<file path="config.mk">
export PLATFORM = sky130hd
export DESIGN_NAME = irq_unit
export DESIGN_NICKNAME = d
export VERILOG_FILES = /design/src/rtl/irq_unit_pkg.sv /design/src/rtl/irq_pick.sv /design/src/rtl/irq_state.sv /design/src/rtl/irq_unit.sv
export SDC_FILE = /design/constraint.sdc
export NUM_CORES = 1
export LEC_CHECK = 0
export BUFFER_PORTS_ARGS = -buffer_cell sky130_fd_sc_hd__buf_2
export CAP_MARGIN = 20
export CORE_UTILIZATION = 39
export CTS_CLUSTER_DIAMETER = 50
export DETAILED_ROUTE_END_ITERATION = 10
export GPL_ROUTABILITY_DRIVEN = 0
export PLACE_DENSITY = 0.86
export REMOVE_ABC_BUFFERS = 1
export SLEW_MARGIN = 20
export SYNTH_ARGS = -nofsm -noshare
export SYNTH_HDL_FRONTEND = slang
export SYNTH_SLANG_ARGS = --single-unit
</file>
<file path="constraint.sdc">
create_clock -name clk_i -period 2.08 [get_ports clk_i]
set_input_delay 0.104 -clock clk_i [delete_from_list [all_inputs] [get_ports clk_i]]
set_output_delay 0.104 -clock clk_i [all_outputs]
set_load 0.05 [all_outputs]
</file>
<file path="src/rtl/irq_unit_pkg.sv">
package irq_unit_pkg;
  localparam int NUM_LINES = 3;

  typedef enum logic [1:0] {
    SRC_TRAP = 2'd0,
    SRC_LA   = 2'd1,
    SRC_LB   = 2'd2,
    SRC_LC   = 2'd3
  } src_e;

  localparam logic [15:0] TRAP_VEC  = 16'h0024;
  localparam logic [15:0] LINE_BASE = 16'h002C;
  localparam logic [15:0] LINE_STEP = 16'h0008;

  function automatic logic [15:0] hw_vec(src_e s);
    if (s == SRC_TRAP) return TRAP_VEC;
    return LINE_BASE + LINE_STEP * 16'({14'd0, s} - 16'd1);
  endfunction
endpackage

</file>
<file path="src/rtl/irq_pick.sv">
module irq_pick
  import irq_unit_pkg::*;
#(
  parameter int N = NUM_LINES
) (
  input  logic         trap_i,
  input  logic [N-1:0] line_i,
  input  logic [N-1:0] mask_i,
  input  logic         ie_i,
  output logic         hit_o,
  output src_e         src_o
);
  logic [N-1:0] qual;

  for (genvar g = 0; g < N; g++) begin : g_qual
    assign qual[g] = line_i[g] & ~mask_i[g] & ie_i;
  end

  // scan upward so the highest line overrides; trap last
  always_comb begin
    hit_o = 1'b0;
    src_o = SRC_TRAP;
    for (int i = 0; i < N; i++) begin
      if (qual[i]) begin
        hit_o = 1'b1;
        src_o = src_e'(2'(i + 1));
      end
    end
    if (trap_i) begin
      hit_o = 1'b1;
      src_o = SRC_TRAP;
    end
  end
endmodule

</file>
<file path="src/rtl/irq_state.sv">
module irq_state #(
  parameter int N = 3
) (
  input  logic         clk_i,
  input  logic         rst_ni,
  input  logic         take_i,
  input  logic         ie_set_i,
  input  logic         ie_clr_i,
  input  logic         mask_load_i,
  input  logic [N-1:0] mask_i,
  input  logic         halt_req_i,
  output logic         ie_o,
  output logic [N-1:0] mask_o,
  output logic         halted_o
);
  always_ff @(posedge clk_i or negedge rst_ni) begin
    if (!rst_ni) begin
      ie_o     <= 1'b0;
      mask_o   <= '0;
      halted_o <= 1'b0;
    end else begin
      if (take_i || ie_clr_i) ie_o <= 1'b0;
      else if (ie_set_i)      ie_o <= 1'b1;
      if (mask_load_i) mask_o <= mask_i;
      if (take_i)          halted_o <= 1'b0;
      else if (halt_req_i) halted_o <= 1'b1;
    end
  end
endmodule

</file>
<file path="src/rtl/irq_unit.sv">
module irq_unit
  import irq_unit_pkg::*;
#(
  parameter int VEC_W     = 16,
  parameter int SW_N      = 8,
  parameter int SW_STRIDE = 8,
  localparam int SW_IDX_W = $clog2(SW_N)
) (
  input  logic                 clk_i,
  input  logic                 rst_ni,
  input  logic                 boundary_i,
  input  logic                 sw_req_i,
  input  logic [SW_IDX_W-1:0]  sw_num_i,
  input  logic                 ie_set_i,
  input  logic                 ie_clr_i,
  input  logic                 mask_load_i,
  input  logic [NUM_LINES-1:0] mask_i,
  input  logic                 halt_req_i,
  input  logic                 trap_i,
  input  logic [NUM_LINES-1:0] line_i,
  output logic                 take_o,
  output logic [VEC_W-1:0]     vector_o,
  output logic                 halted_o
);
  logic                 ie_w;
  logic [NUM_LINES-1:0] mask_w;
  logic                 hit_w;
  src_e                 src_w;
  logic                 accept;
  logic                 take_q;
  logic [VEC_W-1:0]     vector_q;

  irq_pick #(.N(NUM_LINES)) u_pick (
    .trap_i (trap_i),
    .line_i (line_i),
    .mask_i (mask_w),
    .ie_i   (ie_w),
    .hit_o  (hit_w),
    .src_o  (src_w)
  );

  // no decision during the acknowledge cycle keeps take a single pulse
  assign accept = (boundary_i || halted_o) && !take_q && hit_w;

  irq_state #(.N(NUM_LINES)) u_state (
    .clk_i       (clk_i),
    .rst_ni      (rst_ni),
    .take_i      (accept),
    .ie_set_i    (ie_set_i),
    .ie_clr_i    (ie_clr_i),
    .mask_load_i (mask_load_i),
    .mask_i      (mask_i),
    .halt_req_i  (halt_req_i),
    .ie_o        (ie_w),
    .mask_o      (mask_w),
    .halted_o    (halted_o)
  );

  always_ff @(posedge clk_i or negedge rst_ni) begin
    if (!rst_ni) begin
      take_q   <= 1'b0;
      vector_q <= '0;
    end else begin
      take_q <= accept;
      if (accept)        vector_q <= VEC_W'(hw_vec(src_w));
      else if (sw_req_i) vector_q <= VEC_W'(sw_num_i) * VEC_W'(SW_STRIDE);
    end
  end

  assign take_o   = take_q;
  assign vector_o = vector_q;
endmodule

</file>
==> results.md <==
* Status: complete, but fails checks
* Failing checks: design-rule violations
* Clock Tree Buf Depth at 2
* Post-synth top flop: dfrtp_1
* Pre-CTS setup slack at -0.00795 ns
* Final worst slack at 0.160 ns
* Pwr dens at 839 nW/µm²
* Num Clock Sinks at 11
* # DRC at 4
* Hold_ws at 0.0454 ns
* Number of global-route vias before repair at 530
* Core Footprint at 1560 µm²
* NetSw at 298 µW
* WL final at 1150 µm
* Slack of the worst reg-to-reg path at 0.16 ns
* IO Port Bufs at 24
* CP Max Fanout at 5
* Crit path required time at 2.28 ns
* Post-DRT Antenna Nets at 0
* Seq/Total Area, Yosys at 40.8%
* Clk slew on worst S/H paths at 0.07 ns
* Via count at 524
* Post-synth EDFFs at 0
* Post-Syn Area at 674 µm²
* Syn Inst Count at 64
* Initial antenna violation count at 0
* Fin. max-slew vios at 0
* Placed Cells at 102
* Layout cells sized above 1 at 40.9%
* Setup tns final at 0 ns
* Largest net degree at the start of global routing at 12
* Drt pass-1 iters at 6
* Syn Area/Cell at 10.5 µm²
* Global-route wire length before repair at 2010 µm
* Ant. Diodes at 0
* Total gr overflow at 0
* Comb pwr share at 41.1%
* End of the worst register-to-register path: vector_o[4]$_DFFE_PN0P_
* Max-Cap Viols at 0
* Max Fclk at 0.521 GHz
* IO Pins at 36
* Die span in x at 43.6 µm
* H-tree levels at 1
* Pleak at 0.000444 µW
* Setup CP Type: flip-flop to flip-flop
* GRT Resource Usage Total at 15.1%
* DR vias/cell at 4.81
* Clock Tree Root: clkbuf_4
* Fin nets at 115
* Setup violators final at 0
* Hold path endpoint: u_state.halted_o$_DFFE_PN0P_
* Int Pwr at 406 µW
* Register share of total power at 38.3%
* Final instance area at 840 µm²
* Area Growth Syn to Fin at 24.5%
* Part of the power in the clock network at 20.6%
* Hold Path Class: input pin to flip-flop
* Clock buffer count from CTS at 3
* Non-filler cells, final at 109
* Clock Latency Late Sink at 0.27 ns
* Cell variety after synth at 24
* Hold path startpoint: halt_req_i
* Startpoint Class: flip-flop
* Switching portion of total power at 42.3%
* Hold Crit Depth at 3
* Avg WL per Cell at 10.6 µm
* WP data arrival at 2.12 ns
* HPWL after detailed placement at 890 µm
* Fin crit period at 1.92 ns
* Clock skew at 0.00316 ns
* Async SR Flop Fraction at 100%
* Die ar. at 1900 µm²
* Yosys reg bits at 11
* Initial Util at 43.3%
* Detailed Route Iter0 Violations at 6
* CP endpoint kind: flip-flop
* Max VDD drop at 0.456 mV
* Reg2reg path depth at 7
* Synth warn at 0
* Filler instances at 140
* CTS tree: yes
* Placed Area at 758 µm²
* Cell Rows at 14
* R2r startpoint: u_state.mask_o[1]$_DFFE_PN0P_
* Final period util at 92.3%
* Final Hold Vio Count at 0
* Die height at 43.6 µm
* Unrepaired setup endpoints after global routing: false
[how the worst max path moves through the flow]
stage,to,depth (start not counted),startpoint
2_1_floorplan,vector_o[4]$_DFFE_PN0P_,7,u_state.mask_o[0]$_DFFE_PN0P_
3_3_place_gp,vector_o[4]$_DFFE_PN0P_,7,u_state.mask_o[0]$_DFFE_PN0P_
3_5_place_dp,vector_o[4]$_DFFE_PN0P_,7,u_state.mask_o[0]$_DFFE_PN0P_
4_1_cts,vector_o[4]$_DFFE_PN0P_,7,u_state.mask_o[0]$_DFFE_PN0P_
5_1_grt,vector_o[4]$_DFFE_PN0P_,7,u_state.mask_o[0]$_DFFE_PN0P_
6_report,vector_o[4]$_DFFE_PN0P_,7,u_state.mask_o[1]$_DFFE_PN0P_
[flip-flops by register name, summed over array words and instances, names as in the netlist]
| signal | flops |
|---|---|
| vector_o | 5 |
| u_state.mask_o | 3 |
| take_o | 1 |
| u_state.halted_o | 1 |
| u_state.ie_o | 1 |
[cells by family (layout without fill, tap and decap cells)]
logic type	count (synthesis)	after routing	share of synthesized area (%)
and+or+nand+nor	19	19	16.9
other	1	11	0.556
muxes	9	9	14.7
AOI/OAI and AO/OA	6	6	5.94
DFF	11	11	40.8
buffers and inverters	15	34	15.6
adders and majority gates	3	3	5.57
[metrics by stage]
| step | util [%] | total power [µW] |
|---|---|---|
| after global placement | 48.6 | 546 |
| after detailed placement | 48.6 | 552 |
| after floorplan | - | 486 |
| after CTS | 51.6 | 700 |
| final | 53.9 | 705 |
| after global routing | 53.9 | 745 |
[power groups by stage]
stage / Sequential (µW) / Combinational (µW) / Clock (µW)
2_1_floorplan: 372 / 114 / 0
3_3_place_gp: 271 / 275 / 0
3_5_place_dp: 274 / 279 / 0
4_1_cts: 270 / 282 / 149
5_1_grt: 275 / 310 / 159
6_report: 270 / 290 / 145
[cell type report]
| cell class | count | area [µm²] | share of cell area (%) |
|---|---|---|---|
| Clock buffer | 4 | 26.3 | 3.13 |
| Inverter | 3 | 11.3 | 1.34 |
| Multi-Input combinational cell | 48 | 359 | 42.8 |
| Sequential cell | 11 | 275 | 32.8 |
| Tap cell | 16 | 20.0 | 2.38 |
| Timing Repair Buffer | 27 | 148 | 17.6 |
[critical path, stage by stage (launching register included)]
cell and delay (ns):
dfrtp_1 0.41, nor2b_4 0.16, o21ai_1 0.08, nand2_1 0.13, ha_4 0.23, or4_1 0.52, a41o_1 0.20, mux2i_1 0.12
[what timing repair did]
| action | in CTS | in global routing |
|---|---|---|
| hold endpoints to repair | 12 | 0 |
| setup endpoints to repair | 1 | 1 |
| gates resized for setup | 0 | 6 |
| pin swaps | 1 | 2 |
| buffers inserted | 0 | 1 |
| hold buffers | 2 | 0 |
[cells in the final DEF (no fill, tap or decap)]
master / n
inv_1: 2
ha_1: 2
inv_2: 1
buf_2: 24
nor2b_4: 1
nand2b_4: 2
nor4b_1: 1
mux2i_1: 5
buf_4: 1
nor3_1: 1
ha_4: 1
nand2_1: 3
or4_1: 1
dlygate4sd3_1: 2
dfrtp_1: 11
o21ai_0: 1
nand2b_1: 1
a41o_1: 1
clkbuf_4: 3
or3_1: 2
conb_1: 11
clkbuf_1: 1
nor2_1: 4
mux2_2: 3
nor2b_1: 2
o21ai_1: 2
o21bai_1: 1
o211ai_1: 1
mux2_4: 1
nor2b_2: 1
[per-layer routing]
layer | global-route usage (%) | vias up | routed length, µm
met1 | 13.5 | 238 | 454
met3 | 7.50 | 4 | 99
li1 | - | 250 | -
met4 | 7.50 | 0 | 23
met5 | 0 | - | 0
met2 | 27.5 | 32 | 577
[synthesized netlist by cell type, drive strengths merged (2+ instances only)]
cell type / count / area, µm²
nand2: 3 / 11.3
mux2: 4 / 48.8
nor2b: 4 / 27.5
mux2i: 5 / 50.1
inv: 3 / 11.3
nand2b: 3 / 26.3
ha: 3 / 37.5
dfrtp: 11 / 275
nor2: 4 / 15.0
o21ai: 3 / 15.0
buf: 12 / 93.8
or3: 2 / 12.5
(Power assumes the default switching activity.)
